## config.mk

```make
export PLATFORM = sky130hd
export DESIGN_NAME = irq_dest_resolver
export DESIGN_NICKNAME = d
export VERILOG_FILES = /design/src/rtl/irq_dest_pkg.sv /design/src/rtl/unit_match.sv /design/src/rtl/lowest_pick.sv /design/src/rtl/irq_dest_resolver.sv
export SDC_FILE = /design/constraint.sdc
export NUM_CORES = 1
export LEC_CHECK = 0
export ABC_AREA = 1
export BUFFER_PORTS_ARGS = -buffer_cell sky130_fd_sc_hd__buf_2
export CAP_MARGIN = 20
export CORE_AREA = 2 2 276 278
export CTS_CLUSTER_SIZE = 10
export DETAILED_ROUTE_END_ITERATION = 8
export DIE_AREA = 0 0 278 280
export PLACE_DENSITY = 0.44
export SYNTH_ARGS = -nofsm -noshare
export SYNTH_HDL_FRONTEND = slang
export SYNTH_SLANG_ARGS = --single-unit
export TNS_END_PERCENT = 5
```

## constraint.sdc

```tcl
create_clock -name clk -period 1.2 [get_ports clk]
set_input_delay 0.24 -clock clk [delete_from_list [all_inputs] [get_ports clk]]
set_output_delay 0.24 -clock clk [all_outputs]
set_load 0.02 [all_outputs]
```

## src/rtl/irq_dest_pkg.sv

```systemverilog
package irq_dest_pkg;

  localparam logic [31:0] ALL_ONES32 = 32'hFFFF_FFFF;
  localparam logic [7:0]  SHORT_BCAST = 8'hFF;
  localparam logic [3:0]  ANY_CLUSTER = 4'hF;

  typedef enum logic [1:0] {
    SH_DEST   = 2'd0,
    SH_SELF   = 2'd1,
    SH_ALL    = 2'd2,
    SH_OTHERS = 2'd3
  } shorthand_e;

  // physical-mode acceptance for one unit
  function automatic logic phys_hit(input logic [31:0] dest, input logic x2,
                                    input logic [7:0] id, input logic [31:0] ext_id);
    logic by_id;
    by_id = x2 ? (ext_id == dest) : (id == dest[7:0]);
    return (dest == ALL_ONES32) || by_id ||
           (!x2 && dest == {24'd0, SHORT_BCAST});
  endfunction

  // extended-mode logical acceptance: cluster word equal, members overlap
  function automatic logic x2_logical_hit(input logic [31:0] dest,
                                          input logic [31:0] ext_log);
    return (dest[31:16] == ext_log[31:16]) && (|(dest[15:0] & ext_log[15:0]));
  endfunction

  // short-mode logical acceptance, flat or cluster model
  function automatic logic short_logical_hit(input logic [7:0] dbyte,
                                             input logic cluster_model,
                                             input logic [7:0] logdst);
    logic grp_ok;
    grp_ok = (dbyte[7:4] == ANY_CLUSTER) || (dbyte[7:4] == logdst[7:4]);
    if (cluster_model) return grp_ok && (|(dbyte[3:0] & logdst[3:0]));
    return |(dbyte & logdst);
  endfunction

endpackage

```

## src/rtl/unit_match.sv

```systemverilog
module unit_match
  import irq_dest_pkg::*;
(
  input  logic [31:0] dest,
  input  logic        logical,
  input  logic        x2,
  input  logic [7:0]  id,
  input  logic [31:0] ext_id,
  input  logic [7:0]  logdst,
  input  logic        cluster_model,
  input  logic [31:0] ext_logdst,
  output logic        hit
);
  logic phys_sel;
  logic log_sel;

  always_comb begin
    phys_sel = phys_hit(dest, x2, id, ext_id);
    if (x2)
      log_sel = (dest == ALL_ONES32) || x2_logical_hit(dest, ext_logdst);
    else
      log_sel = short_logical_hit(dest[7:0], cluster_model, logdst);
    hit = logical ? log_sel : phys_sel;
  end
endmodule

```

## src/rtl/lowest_pick.sv

```systemverilog
module lowest_pick #(
  parameter int W = 8
) (
  input  logic [W-1:0] in_vec,
  output logic [W-1:0] out_vec
);
  // isolate the lowest set bit; zero stays zero
  assign out_vec = in_vec & (~in_vec + {{(W-1){1'b0}}, 1'b1});
endmodule

```

## src/rtl/irq_dest_resolver.sv

```systemverilog
module irq_dest_resolver
  import irq_dest_pkg::*;
#(
  parameter int NUM_UNITS = 8,
  localparam int IDX_W = (NUM_UNITS > 1) ? $clog2(NUM_UNITS) : 1
) (
  input  logic                      clk,
  input  logic                      rst_n,
  input  logic                      req_valid,
  input  logic [31:0]               req_dest,
  input  logic                      req_logical,
  input  logic [1:0]                req_shorthand,
  input  logic                      req_lowest,
  input  logic [IDX_W-1:0]          req_sender,
  input  logic [NUM_UNITS*8-1:0]    unit_id,
  input  logic [NUM_UNITS*32-1:0]   unit_ext_id,
  input  logic [NUM_UNITS-1:0]      unit_x2,
  input  logic [NUM_UNITS*8-1:0]    unit_logdst,
  input  logic [NUM_UNITS-1:0]      unit_cluster,
  input  logic [NUM_UNITS*32-1:0]   unit_ext_logdst,
  output logic                      done,
  output logic [NUM_UNITS-1:0]      dest_mask
);
  localparam logic [NUM_UNITS-1:0] ONE_VEC = {{(NUM_UNITS-1){1'b0}}, 1'b1};

  logic [NUM_UNITS-1:0] match_vec;    // destination logic result
  logic [NUM_UNITS-1:0] sender_oh;    // sender as one-hot
  logic [NUM_UNITS-1:0] routed_vec;   // after shorthand
  logic [NUM_UNITS-1:0] single_vec;   // lowest set bit of routed_vec
  logic [NUM_UNITS-1:0] next_mask;

  for (genvar u = 0; u < NUM_UNITS; u++) begin : g_unit
    unit_match u_match (
      .dest          (req_dest),
      .logical       (req_logical),
      .x2            (unit_x2[u]),
      .id            (unit_id[u*8 +: 8]),
      .ext_id        (unit_ext_id[u*32 +: 32]),
      .logdst        (unit_logdst[u*8 +: 8]),
      .cluster_model (unit_cluster[u]),
      .ext_logdst    (unit_ext_logdst[u*32 +: 32]),
      .hit           (match_vec[u])
    );
  end

  assign sender_oh = ONE_VEC << req_sender;

  always_comb begin
    case (shorthand_e'(req_shorthand))
      SH_SELF:   routed_vec = sender_oh;
      SH_ALL:    routed_vec = '1;
      SH_OTHERS: routed_vec = ~sender_oh;
      default:   routed_vec = match_vec;
    endcase
  end

  lowest_pick #(.W(NUM_UNITS)) u_pick (
    .in_vec  (routed_vec),
    .out_vec (single_vec)
  );

  assign next_mask = req_lowest ? single_vec : routed_vec;

  always_ff @(posedge clk or negedge rst_n) begin
    if (!rst_n) begin
      done      <= 1'b0;
      dest_mask <= '0;
    end else begin
      done <= req_valid;
      if (req_valid) dest_mask <= next_mask;
    end
  end

  // ---------------- assertions ----------------
  a_r1_done_after_strobe: assert property (@(posedge clk) disable iff (!rst_n)
    req_valid |=> done);
  a_r1_no_spurious_done: assert property (@(posedge clk) disable iff (!rst_n)
    !req_valid |=> !done);
  a_r1_mask_holds: assert property (@(posedge clk) disable iff (!rst_n)
    !req_valid |=> $stable(dest_mask));
  a_r11_single_target: assert property (@(posedge clk) disable iff (!rst_n)
    (req_valid && req_lowest) |=> $onehot0(dest_mask));
  a_r11_pick_within_set: assert property (@(posedge clk) disable iff (!rst_n)
    req_valid |-> ((single_vec & ~routed_vec) == '0));
  a_r9_self_only: assert property (@(posedge clk) disable iff (!rst_n)
    (req_valid && req_shorthand == 2'd1) |=>
      ($countones(dest_mask) == 1 && dest_mask[$past(req_sender)]));
  a_r10_sender_excluded: assert property (@(posedge clk) disable iff (!rst_n)
    (req_valid && req_shorthand == 2'd3) |=> !dest_mask[$past(req_sender)]);
  a_r10_all_units: assert property (@(posedge clk) disable iff (!rst_n)
    (req_valid && req_shorthand == 2'd2 && !req_lowest) |=> (&dest_mask));
  a_r2_phys_broadcast: assert property (@(posedge clk) disable iff (!rst_n)
    (req_valid && req_shorthand == 2'd0 && !req_logical &&
     req_dest == 32'hFFFF_FFFF && !req_lowest) |=> (&dest_mask));
endmodule

```

After elaboration in Yosys (flattened, before gate mapping)
Index checks and enable logic that the tools add are counted.
Widths: inputs -> output; s select.
Cells by class
  mux-type cells: 58
  shift-type cells: 1
  reductions and logical operators: 88
  add/sub/neg operators: 1
  equality and inequality tests: 38
  bitwise operators: 27
Operators with widths (number)
  $eq 32x32->1: 8
  $and 16x16->16: 8
  $eq 16x16->1: 8
  $reduce_or 16->1: 8
  $and 8x8->8: 9
  $eq 8x8->1: 8
  $reduce_or 8->1: 8
  $mux 1: 56
  $and 4x4->4: 8
  $eq 32x32->1 const B: 1
  $eq 32x8->1 const B: 1
  $eq 4x4->1: 8
  $logic_or 1x1->1: 32
  $reduce_or 4->1: 8
  $logic_and 1x1->1: 24
  $pmux 8 s3: 1
  $not 8->8: 2
  $add 8x1->8 const B: 1
  $logic_not 1->1: 8
  $mux 8: 1
  $shl 1x3->8 const A: 1
  $eq 2x2->1 const B: 2
  $eq 4x4->1 const B: 1
  $eq 2x1->1 const B: 1
Storage, ports and cells
  logic and storage cells: 215
  input port bits: 698
  register bits after elaboration: 9
  output and inout bits: 9

Logic depth before layout (Yosys ltp)
Gate-level depths: netlist of run 1.
  depth in word-level cells: 12
  gate-level depth with buffers: 20
  gate-level depth less buffers: 19

Hierarchy
A second synthesis of run 1 with hierarchy kept.
Second synthesis, totals
  cell total of the unflattened synthesis: 2281
  area, all modules: 11190.7 um^2
Modules (own cells, without submodules)
  unit_match: cells an instance 267, sequential area each 0.0 um^2, area an instance 1297.5 um^2, instances 8
  irq_dest_resolver: cells an instance 125, sequential area each 225.2 um^2, area an instance 719.4 um^2, instances 1
  lowest_pick: cells an instance 20, sequential area each 0.0 um^2, area an instance 91.3 um^2, instances 1

Least setup slack after synthesis of run 1
Ideal clock, no wire load.
  path type: input -> register
  start: input req_dest[19]
  end: register dest_mask[7]
  library setup time: 0.116 ns
  buffers on the path: 3
  arrival: 1.641 ns
  data required time: 1.084 ns
  setup slack: -0.558 ns
  cell stages on the path: 19
  path through: buf_4 -> inv_2 -> buf_6 -> buf_6 -> nor2_1 -> nor3_1 -> nand2_1 -> nor3_1 -> nand3_1 -> nand2_1 -> nand2_1 -> nand2_1 -> nand2_1 -> nand2_1 -> nand2_1 -> nand2_1 -> nor2_1 -> nand2_1 -> nand2_1
Between the ends
  word-level cells in the longest chain between the ends: 10
  elaborated cells between the ends (all ways): 87
  those cells by class: add/sub (1); eq/ne (18); mux (26); bitwise (2); reduce/logical (40)
Ends and longest elaborated chain
  from (decl): RTL line irq_dest_resolver.sv:10  | input logic [31:0] req_dest,
  $eq 32x32->1 / $eq 16x16->1 (equally long branches): RTL line irq_dest_pkg.sv:18, irq_dest_pkg.sv:26
  $mux 1 / $logic_and 1x1->1 (equally long branches): RTL line irq_dest_pkg.sv:18, irq_dest_pkg.sv:26
  $logic_or 1x1->1, on equally long branches: RTL line irq_dest_pkg.sv:19, unit_match.sv:20
  $logic_or 1x1->1 / $mux 1 (equally long branches): RTL line irq_dest_pkg.sv:19, unit_match.sv:19
  $mux 1: RTL line unit_match.sv:23  | hit = logical ? log_sel : phys_sel;
  $pmux 8 s3 (*): RTL line irq_dest_resolver.sv:49  | case (shorthand_e'(req_shorthand))
  $not 8->8: RTL line lowest_pick.sv:8  | assign out_vec = in_vec & (~in_vec + {{(W-1){1'b0}}, 1'b1});
  $add 8x1->8: RTL line lowest_pick.sv:8
  $and 8x8->8: RTL line lowest_pick.sv:8
  $mux 8 (*): RTL line irq_dest_resolver.sv:62  | assign next_mask = req_lowest ? single_vec : routed_vec;
  to (signal assigned): RTL line irq_dest_resolver.sv:70  | if (req_valid) dest_mask <= next_mask;
  to (decl): RTL line irq_dest_resolver.sv:22  | output logic [NUM_UNITS-1:0] dest_mask
Every way passes the cells marked *; elsewhere a longest branch is shown, timed or not.
A chain may end at the register's enable or synchronous reset.

Worst setup path in the final report of run 1
  start: input req_dest[22]
  end: register dest_mask[6]
Same word-level chain as after synthesis.

==> metrics.cfg, run 1 <==
[yosys]
yosys.area.top_type = nand2_1
postSynthAreaPerCell_um2 = 5.423
yosysSeqAreaShare_pct = 2.456
yosysWarningCount = 0
synthTopCellsByArea = nand2_1, xnor2_1, nor2_1
synth_top_area_share_pct = 23.86
synth_nets = 2421
ys_ff_latch = 9
synthDistinctLibCells = 36
synth_area_mm2 = 0.009170
netlist_instances = 1691

[die]
start_util_pct = 12.20
placementRows = 101
core-area_mm2 = 0.07519
die_w_um = 278
die_h_um = 280
die-area_mm2 = 0.07784
boundaryPins = 707

[grt]
antenna_found_initial = 21
grt_first_pass_wirelength_um = 100300
grt_max_degree = 19
grt_overflow_total = 0
grt_pass1_vias = 14496
grt_usage_pct = 18.06

[route]
via_count = 14262
first_pass_iters = 5
drtAntennaViolNets = 0
drt_iter0_markers = 564
drc = 0
wl_per_cell_um = 20.76
via_per_inst = 3.983
wl_um = 74350

[clocking]
clock-sinks = 9
cts-root-buf = clkbuf_16
tritoncts = done
clock_path_buffers = 2
clk_latency_ps = 240
htree_num_levels = 1
cts.clk_slew.worst_paths_ps = 40
numCtsBuffers = 3

[setup_path]
critPathRequiredTime_ps = 1380
arrival_ps = 2240
crit_start = req_dest[22]
cp-end-kind = flip-flop
worstSetupEndpoint = dest_mask[6]
critPathLaunchType = input pin
r2r_slack_ps = 540
reg2reg_depth = 2
path_class = in -> reg
reg2reg_to = dest_mask[0]
path_max_fanout = 8
r2r-start = dest_mask[0]

[layout]
n_fill_cell = 8776
area_growth_pct = 79.08
fin_nets = 3324
multiInputGateArea_mm2 = 0.008228
fin_area_mm2 = 0.01642
seqCellArea_um2 = 225.2
final_util_pct = 21.84
drive_above_1_share_pct = 43.23

[placed_design]
gp_congestion = 0.9009
pre_cts_ws_ps = -1569
portBuffers = 706
dpl_cell_area_mm2 = 0.01570
hpwlAfterDp_um = 67930

[status]
violations = setup timing
outcome = finished with violations

[sta]
finalCritPeriodShare_pct = 172.2
relSlewSlack_pct = 69.29
hold_viol_final = 0
skew_ps = 0
fmax_mhz = 483.8
rsz0062_at_grt = true
drv_slew = 0
setup_ws_ps = -867.0
setup_viol = 8
period_minus_slack_ps = 2067
tightestPinTransition_ps = 460.6

[power]
p_leak_nw = 8.429
power_density_mw_per_mm2 = 402.6
ir_drop_mv = 0.2312

[min_path]
hold_class = in -> reg

[flow_run]
cap_viol_max_count = 0

[where the power goes]
| part | internal [mW] | switching, mW |
|---|---|---|
| Sequential | 0.334 | 0.0198 |
| Combinational | 2.72 | 2.92 |
| Clock | 0.441 | 0.171 |
[what timing repair did]
item	4_1_cts	5_1_grt
pin swaps	25	16
setup buffers	5	4
resized for setup	94	42
setup endpoints to repair	8	8
hold endpoints to repair	9	0
cloned	2	1
hold buffers	1	0
[logic make-up after synthesis]
| group | synth area share (%) |
|---|---|
| buf+inv | 11.41 |
| simple gates | 48.74 |
| flops | 2.456 |
| xor+xnor | 25.12 |
| fa+ha+maj | 4.366 |
| compound gates | 7.914 |
[flip-flops by register name, summed over array words and instances (netlist names)]
| name | count |
|---|---|
| dest_mask | 8 |
| done | 1 |
[cell usage in the layout, fill, tap and decap left out, types with 8 or more instances in the layout]
master   instances
o22ai_1         17
diode_2         10
buf_12          28
buf_2          689
dfrtp_1          9
nor4_1           8
ha_1            32
nor2_2          16
nand4_1         92
xor2_1          57
nor2_1         173
nand3_1         59
nor2_4           8
a21oi_2         10
inv_1          117
o21ai_0         61
xnor2_1        204
or2_2           50
nand2_2         11
a21oi_1         29
nor3_2           8
nand2_1        573
buf_6           16
nor3_1          18
buf_4          236
[metrics by stage]
stage               power, mW  TNS (ps)  instances  hold slack (ps)
detailed placement      5.834    -11410       3556            118.7
CTS                     6.612     -6517       3567            305.3
global placement        5.830    -11460       3556            120.2
floorplan               2.831     -3568       1691           -55.59
global route            7.162     -7503       3578            323.9
finish                  6.611     -6352       3581            308.4
[worst min path at each step]
stage | to | cells past startpoint | from
finish | done | 2 | req_valid
global placement | done | 1 | rst_n
floorplan | dest_mask[0] | 0 | rst_n
detailed placement | done | 1 | rst_n
global route | done | 2 | req_valid
CTS | done | 2 | req_valid
[synth_stat cells (all sizes together)]
| master | n |
|---|---|
| clkbuf | 7 |
| dfrtp | 9 |
| o22ai | 17 |
| a221oi | 6 |
| buf | 79 |
| a21oi | 39 |
| clkinv | 2 |
| nand3 | 68 |
| or2 | 54 |
| a31oi | 1 |
| inv | 127 |
| o211ai | 1 |
| nand2 | 588 |
| xor2 | 57 |
| nor4 | 10 |
| nand3b | 2 |
| o2111ai | 2 |
| xnor2 | 206 |
| o21a | 2 |
| o21ai | 62 |
| a211oi | 2 |
| ha | 32 |
| nor3 | 28 |
| nand4 | 93 |
| nor2 | 197 |
[critical path, cell delays in order]
cell     delay [ps]
buf_2           170
buf_6           200
xnor2_1         130
nand2_1          90
nor3_2          190
buf_4           150
nand2_1          40
nor2_1           90
buf_4           130
nand3_1          60
buf_4           150
nand2_1          50
nand2_1          50
nand2_1          50
nand2_1          60
nand2_1          80
nand2_1          50
a21oi_1         130
nand2_1          70
nand2_1          60
[routing by layer]
layer	wire length, um	global-route usage [%]	vias to the layer above
met5	84	0	-
met4	2696	6.251	12
met3	4222	2.548	91
met2	36790	33.06	593
met1	30560	21.40	6369
li1	-	-	7197
[layout make-up]
type / instances / share of cell area, %
antenna: 10 / 0.1524
multi-input combinational: 1467 / 50.10
clock buffer: 3 / 0.4571
timing repair buffer: 983 / 37.39
sequential: 9 / 1.371
clock inverter: 1 / 0.03048
timing repair inverter: 1 / 0.03048
tap: 978 / 7.451
inverter: 129 / 3.010
No activity file was read; power rests on OpenSTA's default activity.
==> run 2: changes to the inputs <==
--- a/config.mk
+++ b/config.mk
@@ -14,2 +14,3 @@
 export DIE_AREA = 0 0 278 280
+export GPL_TIMING_DRIVEN = 0
 export PLACE_DENSITY = 0.44
==> constraint.sdc (replaced) <==
create_clock -name clk -period 1.2 [get_ports clk]
set_input_delay 0.18 -clock clk [delete_from_list [all_inputs] [get_ports clk]]
set_output_delay 0.18 -clock clk [all_outputs]
set_load 0.02 [all_outputs]
==> run 2 against run 1 <==
Net effect:
- the run still ends with setup timing left
- design area shrank 9.1%
- global-route usage grew 0.95 points
- combinational power shrank 6.4%
- clock power shrank 5.4%
- register-to-register slack gained 30 ps
- total power shrank 5.9%
- critical path depth shrank 2
==> metrics.cfg, run 2 (synthesized netlist as in run 1, its figures left out) <==
[status]
outcome = finished with violations
violations = setup timing

[route]
drc = 0
drt_iter0_markers = 622
via_count = 13768
wl_um = 77920
drtAntennaViolNets = 0
wl_per_cell_um = 23.05
via_per_inst = 4.072
first_pass_iters = 6

[clocking]
cts.clk_slew.worst_paths_ps = 40
htree_num_levels = 1
clock_path_buffers = 2
clock-sinks = 9
tritoncts = done
cts-root-buf = clkbuf_16
clk_latency_ps = 230
numCtsBuffers = 3

[layout]
layout_commonest_cell = buf_2
drive_above_1_share_pct = 39.90
n_fill_cell = 8882
final_cell_mix = buf_2, nand2_1, xnor2_1
reg_top3 = dest_mask x8, done x1
top_register = dest_mask
largest_reg_flops = 8
fin_nets = 3127
area_growth_pct = 62.85
finalNonFillerCells = 3381

[min_path]
hold_class = in -> reg
hold_depth = 1
hold_path_startpoint = req_valid

[die]
die_h_um = 280
core-area_mm2 = 0.07519
boundaryPins = 707
die-area_mm2 = 0.07784
start_util_pct = 12.20
die_w_um = 278
placementRows = 101

[setup_path]
cp-end-kind = flip-flop
critPathRequiredTime_ps = 1370
reg2reg_depth = 2
path_max_fanout = 10
path_class = in -> reg
arrival_ps = 2330
critPathLaunchType = input pin
r2r-start = dest_mask[0]
crit_start = req_dest[2]

[grt]
grt_overflow_total = 0
grt_max_degree = 13
grt_usage_pct = 19.01
antenna_found_initial = 13
grt_first_pass_wirelength_um = 103100
grt_pass1_vias = 13678

[sta]
drv_slew = 0
finalCritPeriodShare_pct = 180.1
tightestPinTransition_ps = 589.1
period_minus_slack_ps = 2161
holdWs_ps = 68.65
fmax_mhz = 462.7
setup_ws_ps = -961.2
rsz0062_at_grt = true
setup_viol = 8
skew_ps = 0
tns_ps = -6909
relSlewSlack_pct = 60.58
hold_viol_final = 0

[placed_design]
portBuffers = 684
gp_congestion = 0.8891
hpwlAfterDp_um = 68860
dp_cells = 3353

[power]
ir_drop_mv = 0.2920
p_leak_nw = 7.371
power_density_mw_per_mm2 = 416.5
p_total_mw = 6.219

[flow_run]
cap_viol_max_count = 0

run 2: cell count changes in the layout (fill, tap and decap cells not counted), sizes merged:
cell,previous run,this run
diode,10,7
inv,125,124
clkbuf,8,11
clkinv,3,2
buf,977,779
run 2: routing by layer:
metal | track usage [%] | share of wire (%)
met5 | 0 | 0.085
met4 | 7.124 | 4.0
met3 | 2.182 | 5.0
met2 | 34.42 | 49
met1 | 22.94 | 41
run 2: metrics by stage:
stage	setup WS, ps	cell area [um^2]	util [%]
floorplan	-471.4	9275	-
global placement	-2073	13920	18.52
detailed placement	-2068	13920	18.52
CTS	-1003	14720	19.58
global route	-1088	14930	19.85
finish	-961.2	14930	19.86
run 2: power by group:
group	switching [mW]	total, mW	internal, mW
Sequential	0.0142	0.348	0.334
Combinational	2.98	5.29	2.31
Clock	0.136	0.580	0.443
run 2: area by class of cell:
type,count,area (um^2),area share (%)
antenna,7,17.52,0.1173
buffer,86,863.3,5.781
clock buffer,4,78.83,0.5279
inverter,129,500.5,3.351
multi-input combinational,1467,8417,56.36
sequential,9,225.2,1.508
tap,978,1224,8.194
timing repair buffer,701,3607,24.16
run 2: timing repair:
action,4_1_cts,5_1_grt
hold buffers,1,0
gates resized for setup,157,50
setup endpoints to repair,8,8
endpoints found under the hold margin,9,0
pin swaps,31,30
buffers inserted,11,5
run 2: worst max-delay path, cell delays in order:
cell,delay (ps)
buf_2,130
buf_6,180
buf_12,190
nand2_1,70
nand4_1,300
nor2_1,240
nand3_2,150
nand3_4,120
nand2_1,60
nand2_1,50
nand2_1,50
nand2_1,70
nand2_2,90
nor2_4,130
nand3_2,80
nand2_2,90
nand2_1,60
nand2_1,50
run 2: path summary, 6_finish.rpt:
check                               end  slack (ps)
min                                done          70
min in group asynchronous  dest_mask[2]         360
max                        dest_mask[7]        -960
max reg2reg                dest_mask[0]         570
min reg2reg                dest_mask[1]         470
max in group asynchronous  dest_mask[6]         660
